`config.mk`:
```
export PLATFORM = sky130hd
export DESIGN_NAME = gpio_port
export DESIGN_NICKNAME = d
export VERILOG_FILES = /design/src/rtl/gpio_port_pkg.sv /design/src/rtl/gpio_port_ctrl.sv /design/src/rtl/gpio_port_datapath.sv /design/src/rtl/gpio_port.sv
export SDC_FILE = /design/constraint.sdc
export NUM_CORES = 1
export LEC_CHECK = 0
export ABC_AREA = 0
export BUFFER_PORTS_ARGS = -buffer_cell sky130_fd_sc_hd__buf_2
export CORE_UTILIZATION = 40
export DETAILED_ROUTE_END_ITERATION = 16
export PLACE_DENSITY = 0.69
export REMOVE_ABC_BUFFERS = 1
export SLEW_MARGIN = 5
export SYNTH_ARGS = -nofsm -noshare
export SYNTH_HDL_FRONTEND = slang
export SYNTH_SLANG_ARGS = --single-unit
```
`constraint.sdc`:
```
create_clock -name clk -period 1.45 [get_ports clk]
set_clock_uncertainty 0.15 [all_clocks]
set_input_delay 0.0725 -clock clk [delete_from_list [all_inputs] [get_ports clk]]
set_output_delay 0.0725 -clock clk [all_outputs]
set_load 0.01 [all_outputs]
```
`src/rtl/gpio_port_pkg.sv`:
```
package gpio_port_pkg;

  typedef struct packed {
    logic wrData;
    logic wrDir;
    logic wrOpt;
    logic wrIntEn;
  } gpioStrobe_t;

  typedef enum logic [1:0] {
    SEL_DATA  = 2'd0,
    SEL_DIR   = 2'd1,
    SEL_OPT   = 2'd2,
    SEL_INTEN = 2'd3
  } regSel_t;

  localparam logic [2:0] CODE_IN_PU   = 3'b000;
  localparam logic [2:0] CODE_IN_FLT  = 3'b001;
  localparam logic [2:0] CODE_IN_IRQ  = 3'b010;
  localparam logic [2:0] CODE_IN_ANA  = 3'b011;

endpackage

```
`src/rtl/gpio_port_ctrl.sv`:
```
module gpio_port_ctrl
  import gpio_port_pkg::*;
#(
  parameter int ADDR_W = 2
) (
  input  logic              regWe,
  input  logic [ADDR_W-1:0] regAddr,
  output gpioStrobe_t       strb,
  output regSel_t           rdSel
);

  always_comb begin
    rdSel = regSel_t'(regAddr[1:0]);
    strb  = '0;
    if (regWe) begin
      unique case (rdSel)
        SEL_DATA:  strb.wrData  = 1'b1;
        SEL_DIR:   strb.wrDir   = 1'b1;
        SEL_OPT:   strb.wrOpt   = 1'b1;
        SEL_INTEN: strb.wrIntEn = 1'b1;
        default:   strb         = '0;
      endcase
    end
  end

endmodule

```
`src/rtl/gpio_port_datapath.sv`:
```
module gpio_port_datapath
  import gpio_port_pkg::*;
#(
  parameter int WIDTH = 8
) (
  input  logic             clk,
  input  logic             rstN,
  input  gpioStrobe_t      strb,
  input  regSel_t          rdSel,
  input  logic [WIDTH-1:0] regWdata,
  input  logic [WIDTH-1:0] padIn,
  input  logic [WIDTH-1:0] unbondedMask,
  output logic [WIDTH-1:0] regRdata,
  output logic [WIDTH-1:0] padOe,
  output logic [WIDTH-1:0] padOut,
  output logic [WIDTH-1:0] padPullUp,
  output logic [WIDTH-1:0] padAnalog,
  output logic             irqN,
  output logic             modeErr
);

  logic [WIDTH-1:0] dirQ, optQ, dataQ;
  logic [WIDTH-1:0] dirNxt, optNxt, dataNxt;
  logic [WIDTH-1:0] wrMask;
  logic             intEnQ;
  logic [WIDTH-1:0] irqPin;
  logic [WIDTH-1:0] hopPin;
  logic [WIDTH-1:0] dataView;
  logic             modeErrQ;

  assign wrMask = ~unbondedMask;

  // Next-state values; writes never touch unbonded pins.
  assign dirNxt  = strb.wrDir  ? (regWdata & wrMask) : dirQ;
  assign optNxt  = strb.wrOpt  ? (regWdata & wrMask) : optQ;
  assign dataNxt = strb.wrData ? (regWdata & wrMask) : dataQ;

  always_ff @(posedge clk or negedge rstN) begin
    if (!rstN) begin
      dirQ     <= '0;
      optQ     <= '0;
      dataQ    <= '0;
      intEnQ   <= 1'b0;
      modeErrQ <= 1'b0;
    end else begin
      dirQ     <= dirNxt;
      optQ     <= optNxt;
      dataQ    <= dataNxt;
      if (strb.wrIntEn) intEnQ <= regWdata[0];
      modeErrQ <= |hopPin;
    end
  end

  // Per-pin mode decode.
  for (genvar i = 0; i < WIDTH; i++) begin : gPin
    logic [2:0] codeNow;
    logic [2:0] codeNxt;
    assign codeNow = {dirQ[i], optQ[i], dataQ[i]};
    assign codeNxt = {dirNxt[i], optNxt[i], dataNxt[i]};

    always_comb begin
      padOe[i]     = 1'b0;
      padOut[i]    = 1'b0;
      padPullUp[i] = 1'b0;
      padAnalog[i] = 1'b0;
      irqPin[i]    = 1'b0;
      unique case (codeNow)
        CODE_IN_PU:  padPullUp[i] = 1'b1;
        CODE_IN_FLT: padPullUp[i] = 1'b0;
        CODE_IN_IRQ: begin
          padPullUp[i] = 1'b1;
          irqPin[i]    = ~padIn[i];
        end
        CODE_IN_ANA: padAnalog[i] = 1'b1;
        3'b100, 3'b101: begin
          padOut[i] = dataQ[i];
          padOe[i]  = ~dataQ[i];
        end
        default: begin
          padOut[i] = dataQ[i];
          padOe[i]  = 1'b1;
        end
      endcase
    end

    assign hopPin[i] = ((codeNow == CODE_IN_IRQ) && (codeNxt == CODE_IN_ANA)) ||
                       ((codeNow == CODE_IN_ANA) && (codeNxt == CODE_IN_IRQ));

    assign dataView[i] = wrMask[i] & (dirQ[i] ? dataQ[i] : padIn[i]);
  end

  always_comb begin
    unique case (rdSel)
      SEL_DATA:  regRdata = dataView;
      SEL_DIR:   regRdata = dirQ;
      SEL_OPT:   regRdata = optQ;
      SEL_INTEN: regRdata = {{(WIDTH-1){1'b0}}, intEnQ};
      default:   regRdata = '0;
    endcase
  end

  assign irqN    = ~(intEnQ & (|irqPin));
  assign modeErr = modeErrQ;

endmodule

```
`src/rtl/gpio_port.sv`:
```
module gpio_port
  import gpio_port_pkg::*;
#(
  parameter int WIDTH  = 8,
  parameter int ADDR_W = 2
) (
  input  logic              clk,
  input  logic              rstN,
  input  logic              regWe,
  input  logic [ADDR_W-1:0] regAddr,
  input  logic [WIDTH-1:0]  regWdata,
  output logic [WIDTH-1:0]  regRdata,
  input  logic [WIDTH-1:0]  padIn,
  input  logic [WIDTH-1:0]  unbondedMask,
  output logic [WIDTH-1:0]  padOe,
  output logic [WIDTH-1:0]  padOut,
  output logic [WIDTH-1:0]  padPullUp,
  output logic [WIDTH-1:0]  padAnalog,
  output logic              irqN,
  output logic              modeErr
);

  gpioStrobe_t strb;
  regSel_t     rdSel;

  gpio_port_ctrl #(.ADDR_W(ADDR_W)) uCtrl (
    .regWe  (regWe),
    .regAddr(regAddr),
    .strb   (strb),
    .rdSel  (rdSel)
  );

  gpio_port_datapath #(.WIDTH(WIDTH)) uDp (
    .clk         (clk),
    .rstN        (rstN),
    .strb        (strb),
    .rdSel       (rdSel),
    .regWdata    (regWdata),
    .padIn       (padIn),
    .unbondedMask(unbondedMask),
    .regRdata    (regRdata),
    .padOe       (padOe),
    .padOut      (padOut),
    .padPullUp   (padPullUp),
    .padAnalog   (padAnalog),
    .irqN        (irqN),
    .modeErr     (modeErr)
  );

endmodule

```
Word-level counts from Yosys, hierarchy flattened
Cells that the tools add are included.

word-level totals
  flip-flop bits (word level) = 26
  output and inout bits = 42
  word-level logic and storage cells = 208

operators by class
  eq/ne operators = 59
  mux-type cells = 57
  bitwise logic cells = 28
  reduce and logical (&&, ||, !) cells = 59

operators with widths
  cell                  count
  $eq A3 B2 Y1 const B  32
  $eq A3 B3 Y1 const B  16
  $mux W1               44
  $pmux W8 S4           1
  $reduce_or A2 Y1      16
  $reduce_or A4 Y1      8
  $eq A3 B1 Y1 const B  8
  $logic_not A3 Y1      8
  $mux W8               3
  $not A1 Y1            17
  $logic_and A1 B1 Y1   16
  $pmux W1 S2           8
  $reduce_or A8 Y1      2
  $and A1 B1 Y1         9
  $and A8 B8 Y8         1
  $logic_or A1 B1 Y1    8
  $not A8 Y8            1
  $eq A2 B2 Y1 const B  2
  $mux W4               1
  $eq A2 B1 Y1 const B  1
  $logic_not A2 Y1      1

Longest topological paths before layout
Gate-level depths: netlist (run 1).

  depth in word-level cells = 8
  gate-level depth with buffers = 5
  depth with buffers taken out = 4

By module
From an unflattened synthesis (run 1), not the netlist that was laid out.

unflattened totals
  cell total of the unflattened synthesis = 216
  area, all modules = 2,026.9 µm²

modules (own cells, without submodules)
  module              times used  cells each  area each (µm²)  seq. area each (µm²)
  gpio_port_datapath  1           210         1,974.4          650.6
  gpio_port_ctrl      1           6           52.6             0.0

Worst setup path before layout (run 1)
No wires, ideal clock.

  kind = register -> output
  start = reg uDp.optQ[4]
  end = out irqN
  arrival = 1,324 ps
  path slack = -96 ps
  cell stages (with the launch flop) = 5
  cells stage by stage = dfrtp_1 inv_1 nor4_1 or4_1 o41ai_2

between the ends
  longest elaborated chain between the ends = 5

ends and longest elaborated chain
  element                   line                       source
  start: declaration        gpio_port_datapath.sv:22   logic [WIDTH-1:0] dirQ, optQ, dataQ;
  start signal: assignment  gpio_port_datapath.sv:47   optQ <= optNxt;
  $eq A3 B2 Y1              gpio_port_datapath.sv:67   unique case (codeNow)
  $mux W1                   gpio_port_datapath.sv:67
  $reduce_or A8 Y1          gpio_port_datapath.sv:102  assign irqN = ~(intEnQ & (|irqPin));
  $and A1 B1 Y1             gpio_port_datapath.sv:102
  $not A1 Y1                gpio_port_datapath.sv:102
  end: declaration          gpio_port.sv:19            output logic irqN,

No other way between the ends.

Final worst setup path (run 1)
  start = reg uDp.optQ[7]
  end = out irqN

The elaborated chain is that of the path after synthesis.

==> impl_results.md, run 1 <==
- Final min period: 1.97 ns
- Crit Path Category: register to output port
- PD cells: 876 nW/um2
- Post-DRT Antenna Nets: 0
- Routed wl met3: 369 um
- Port-buffer cells: 70
- DP Area: 2320 um2
- Worst Max-Slew Pin Slew: 0.571 ns
- Most common cell after layout, fill and taps aside: buf_2
- Post-synth EDFFs: 0
- Top_reg_cell synth: dfrtp_1
- RSZ-0062 raised after global routing: true
- Die Span Y: approximately 67 um
- Run status: finished with violations
- Share of the synthesized area in the top cell type: 38.5%
- Synth top area cells: dfrtp_1 38%, o21ai_0 10%, nand2_1 7.5%
- Clock root cell: clkbuf_8
- Vias in the first global route: 1742
- GPL Wtd Cong: 0.769
- CTS Sinks: 26
- Detailed Place HPWL: 3740 um
- Tot Pwr: 2.43 mW
- Clock slew at reported path FFs: 0.09 ns
- Seq pwr share: 37.3%
- Met1 WL: 2350 um
- Synth warnings: 0
- Clock power frac: around 16%
- R2r setup slk: 0 ns
- Number of diodes: 0
- Vias: 1965
- Total gr overflow: 0
- Met2 WL post-DR: 2770 um
- Seq cells post-synth: 26
- Max incr delay on CP: about 0.54 ns
- Total core area: 4030 um2
- Net Sw Power: 0.837 mW
- Per-cell routed wire length: around 15 um
- Post-layout util: 68.8%
- R2R cell count: 5
- Static leakage: about 1.4 nW
- Die area: 4490 um2
- R2R Path End: uDp.modeErr
- Hold Fails Final Rpt: 0
- Register area share after synthesis: 38.5%
- Largest net degree at the start of global routing: 27
- Mean Syn Cell Area: about 7.9 um2
- Worst setup margin: -0.515 ns
- GRT Resource Usage Total: between 20% and 30%
- Origin of the worst setup path: uDp.optQ[7]
- Failing checks: negative setup slack
- Synth area leader: dfrtp_1
- Row cnt: 23
- Clock tree buffer depth: 2
- Initial drt markers: 80
- Clock Latency Late Sink: 0.27 ns
- Initial DRT Pass Iterations: 4
- Final period util: 136%
- CTS tree: done
- Setup-failing EPs final: 12
- Layout cells sized above 1: 50.6%
- Total Routed Length: 5540 um
- H-tree depth: 1
- Dpl ws: -0.269 ns
- Max Clk Rate: just over 500 MHz
- Synthesized instance count: ~220
- Peak supply drop: 0.387 mV
- CP endpoint kind: output port
- Global-route wire length before repair: 7790 um
- Worst Setup Start Kind: register
- Final Max Slew Viols: 0
- Top layer in use: met4
- Drc violations: 0
- Most frequent cells in the layout: 68 x buf_2, 35 x buf_4, 34 x nand2_1
- Area growth syn-to-layout: 63.9%
- Die X: about 67 um
- Initial antenna violation count: 0
- Pint: roughly 1.6 mW
- Critical Path RT: 1.23 ns
- Via density: around 5
- Cts bufs inserted: 3
- CP max FO: 3
- Post-route insts no fill: 382
- Post-Syn Area: about 1700 um2
- Comb pwr share: 46.3%
- WP data arrival: 1.74 ns
- Critical path's slowest cell: or4_4
- Synth cell types: 38
- Hold Path Class: primary input to register
- FF-to-FF Start: uDp.dirQ[2]
- Switching Share: 34.5%
- # nets final: roughly 360
- Placed cell count: between 300 and 400
- Initial Util: 42.0%
- Crit-path cells: inv_2 -> nor4_1 -> or4_4 -> o41ai_4 -> buf_2
- Relative slew slack: 62.0%
- Max-cap viol count: 0
- I/O pins: 71
- Area of all placed cells without fillers: between 2000 and 3000 um2
- Worst setup path end: irqN
- Async SR Flop Fraction: between 90% and 100%
-- power groups by stage --
stage / sequential (mW) / combinational [mW] / clock, mW
6_report: 0.905 / 1.12 / 0.398
5_1_grt: 0.914 / 1.22 / 0.429
4_1_cts: 0.893 / 0.989 / 0.401
3_5_place_dp: 0.906 / 0.833 / 0
3_3_place_gp: 0.901 / 0.819 / 0
2_1_floorplan: 0.927 / 0.389 / 0
-- how the worst min path moves through the flow --
stage	start	endpoint	slack (ns)	depth (start not counted)
after floorplan	rstN	uDp.dataQ[0]	-0.37	0
after global placement	rstN	uDp.dirQ[1]	-0.06	1
after detailed placement	rstN	uDp.dataQ[1]	-0.05	1
after CTS	regWdata[7]	uDp.dataQ[7]	0.01	3
after global routing	regWdata[5]	uDp.dirQ[5]	0.02	3
final	regWdata[5]	uDp.dirQ[5]	0.01	3
-- state kept, by name, summed over array words and instances, names as in the netlist --
signal and flops:
uDp.dirQ 8, uDp.intEnQ 1, uDp.optQ 8, uDp.modeErr 1, uDp.dataQ 8
-- cell usage after synthesis, types with 5 or more instances --
library cell	count
nor4_1	5
nor2_1	21
a21oi_1	8
a21boi_0	6
and2_1	11
dfrtp_1	26
o21ai_0	34
nand2b_1	8
inv_1	13
xnor2_1	7
clkbuf_1	6
nand2_1	34
a2bb2oi_1	6
-- cell families after synthesis --
group	after synthesis	share of synthesized area, %
xor gates and xnor gates	7	3.63
buffers and inverters	22	5.63
AOI/OAI and AO/OA	65	24.1
muxes	1	0.666
DFF	26	38.5
and+or+nand+nor	94	27.5
-- routing by layer --
layer  vias up  track usage, %
met2        82            42.0
met3         8            2.91
met1       905            29.1
met4         0            6.65
met5         -               0
li1        970               -
-- cell type report --
| type | instances | area [um2] |
|---|---|---|
| fillers | 337 | 1260 |
| multi-input cells | 167 | 1120 |
| repair buffers | 123 | 841 |
| flip-flops and latches | 26 | 656 |
| well taps | 50 | 62.6 |
| inverters | 13 | 48.8 |
| clock buffers | 3 | 41.3 |
-- critical path, delay by kind of cell, from the launching register on --
family / cells / cell delay (ns)
buf+inv: 2 / 0.25
compound gates: 1 / 0.22
simple gates: 2 / 0.61
flops: 1 / 0.40
-- timing repair --
action	CTS	global route
resized for setup	42	38
pin swaps	10	17
hold buffers	4	0
hold endpoints to repair	30	0
setup endpoints to repair	13	22
setup buffers	14	5
-- stage by stage --
step / hold slack [ns] / setup TNS [ns]
3_3_place_gp: -0.0576 / -0.213
2_1_floorplan: -0.373 / -0.0976
6_report: 0.0117 / -1.87
5_1_grt: 0.0157 / -2.68
3_5_place_dp: -0.0523 / -0.273
4_1_cts: 0.00967 / -1.94
No activity file was read; power rests on OpenSTA's default activity.
==> run 2, diff against run 1 <==
--- a/config.mk
+++ b/config.mk
@@ -7,9 +7,10 @@
 export LEC_CHECK = 0
 export ABC_AREA = 0
 export BUFFER_PORTS_ARGS = -buffer_cell sky130_fd_sc_hd__buf_2
+export CAP_MARGIN = 20
 export CORE_UTILIZATION = 40
 export DETAILED_ROUTE_END_ITERATION = 16
-export PLACE_DENSITY = 0.69
+export PLACE_DENSITY = 0.67
 export REMOVE_ABC_BUFFERS = 1
 export SLEW_MARGIN = 5
 export SYNTH_ARGS = -nofsm -noshare
==> constraint.sdc (replaced) <==
create_clock -name clk -period 2 [get_ports clk]
set_clock_uncertainty 0.15 [all_clocks]
set_input_delay 0.1 -clock clk [delete_from_list [all_inputs] [get_ports clk]]
set_output_delay 0.1 -clock clk [all_outputs]
set_load 0.01 [all_outputs]
==> run 2 against run 1 <==
  * Sequential power down 24%
  * Routed wire length down 20%
  * Via count down 13%
  * Global-route usage down 2.3 points
  * The run still ends with negative setup slack left
  * Sequential cell count unchanged
  * Count of clock-buffer cells in the layout unchanged
==> impl_results.md, run 2 (synthesized netlist as in run 1, its figures left out) <==
- Biggest regs: uDp.dataQ: 8 flops, uDp.dirQ: 8 flops, uDp.optQ: 8 flops
- CP max FO: 3 (unchanged)
- HP Start: regWdata[2]
- Final Max Slew Viols: 0 (unchanged)
- Via density: 5.06 (-1.6%)
- Worst setup margin: -0.0347 ns (+0.480 ns)
- GRT Resource Usage Total: 21.2% (-2.3 points)
- Die Span Y: 67.0 um (unchanged)
- Initial DRT Pass Iterations: 4 (unchanged)
- Initial drt markers: 103 (+29%)
- RSZ-0062 raised after global routing: true
- Run status: finished with violations
- Placed cell count: 328 (-8.9%)
- Area of all placed cells without fillers: 2180 um2 (-21%)
- Clock Latency Late Sink: 0.27 ns (about the same)
- Worst hold slack: 0.00564 ns (-0.00605 ns)
- Critical Path RT: 1.75 ns (+0.52 ns)
- Clock tree buffer depth: 2 (unchanged)
- Total gr overflow: 0 (unchanged)
- DP Area: 2070 um2 (-11%)
- Origin of the worst setup path: uDp.optQ[2]
- Post-route insts no fill: 336 (-12%)
- Filler cells: 412 (+22%)
- Most frequent cells in the layout: 70 x buf_2, 34 x nand2_1, 34 x o21ai_0
- Vias: 1700 (-13%)
- Area growth syn-to-layout: 29.2%
- # nets final: 316 (-13%)
- I/O pins: 71 (unchanged)
- Clock root cell: clkbuf_8
- Failing checks: negative setup slack
- Most common cell after layout, fill and taps aside: buf_2
- CTS Sinks: 26 (unchanged)
- Total core area: 4030 um2 (unchanged)
- Dpl ws: 0.251 ns (+0.521 ns)
- Row cnt: 23 (unchanged)
- CP endpoint kind: output port
- Detailed Place HPWL: 3350 um (-10%)
- Setup-failing EPs final: 1 (-11)
- Hold Fails Final Rpt: 0 (unchanged)
- R2R cell count: 3 (-2)
- Layout cells sized above 1: 31.5% (-19 points)
- H-tree depth: 1 (unchanged)
- Largest net degree at the start of global routing: 27 (unchanged)
- Per-cell routed wire length: 13.2 um (-9.1%)
- Die area: 4490 um2 (unchanged)
- FF-to-FF Start: uDp.dataQ[4]
- PD cells: 733 nW/um2 (-16%)
- CTS tree: done
- Global-route wire length before repair: 7200 um (-7.6%)
- Worst Max-Slew Pin Slew: 0.597 ns (+0.0262 ns)
- Post-DRT Antenna Nets: 0 (unchanged)
- Hold Path Class: primary input to register
- Initial antenna violation count: 0 (unchanged)
- Final min period: 2.03 ns
- Vias in the first global route: 1575 (-9.6%)
- Port-buffer cells: 70 (unchanged)
- GPL Wtd Cong: 0.835 (+8.5%)
- Clock slew at reported path FFs: 0.09 ns (about the same)
- Final period util: 102%
- Max-cap viol count: 0 (unchanged)
- Peak supply drop: 0.346 mV (-10%)
- Static leakage: 1.07 nW (-21%)
- Hold Path Stages: 3 (unchanged)
- Cts bufs inserted: 3 (unchanged)
- WP data arrival: 1.78 ns (+0.04 ns)
- Initial Util: 42.0% (unchanged)
- Total Routed Length: 4430 um (-20%)
- Setup TNS: -0.0347 ns (+1.84 ns)
- Crit Path Category: register to output port
- Max Clk Rate: 491 MHz
- Drc violations: 0 (unchanged)
- Relative slew slack: 60.2% (-1.7 points)
- Die X: 67.0 um (unchanged)
- Number of diodes: 0 (unchanged)
- Worst Setup Start Kind: register
-- run 2: worst max-delay path: stages (launching register included) --
cell,delay (ns)
dfrtp_1,0.41
inv_2,0.07
nor4_1,0.04
or4_1,0.58
o41ai_2,0.24
buf_2,0.18
-- run 2: worst paths after layout --
| kind | end | slack, ns |
|---|---|---|
| setup / recovery | irqN | -0.03 |
| hold / removal | uDp.dataQ[2] | 0.006 |
| setup reg to reg | uDp.modeErr | 0.59 |
| hold reg to reg | uDp.optQ[4] | 0.37 |
| max in group asynchronous | uDp.dataQ[4] | 1.05 |
| min in group asynchronous | uDp.dirQ[1] | 0.23 |
-- run 2: final cells by class --
type,instances,area (um2),area share (%)
flip-flops and latches,26,657,30.1
clock buffers,3,41.3,1.89
inverters,13,48.8,2.23
repair buffers,76,400,18.3
multi-input cells,167,945,43.2
clock inverters,1,30.0,1.37
well taps,50,62.6,2.86
-- run 2: where the power goes --
part	total, mW	switching (mW)	internal [mW]
Sequential	0.685	0.0910	0.594
Clock	0.437	0.170	0.268
Combinational	0.478	0.257	0.221
-- run 2: stage by stage --
step	power, mW	utilization (%)
final	1.60	54.2
after global placement	1.15	51.4
after CTS	1.61	54.0
after floorplan	0.955	-
after global routing	1.71	54.2
after detailed placement	1.16	51.4
-- run 2: per-layer routing --
| layer | up-vias | GRT usage, % | share of wire, % |
|---|---|---|---|
| li1 | 880 | - | - |
| met1 | 761 | 28.8 | 48 |
| met2 | 57 | 35.4 | 46 |
| met3 | 2 | 2.23 | 5.8 |
| met4 | 0 | 5.59 | 0.52 |
| met5 | - | 0 | 0 |
-- run 2: timing repair --
| item | 4_1_cts | 5_1_grt |
|---|---|---|
| pin swaps | 1 | 1 |
| setup buffers | 1 | 1 |
| setup endpoints to repair | 1 | 1 |
| hold buffers | 2 | 0 |
| endpoints found under the hold margin | 27 | 0 |
| resized for setup | 6 | 1 |
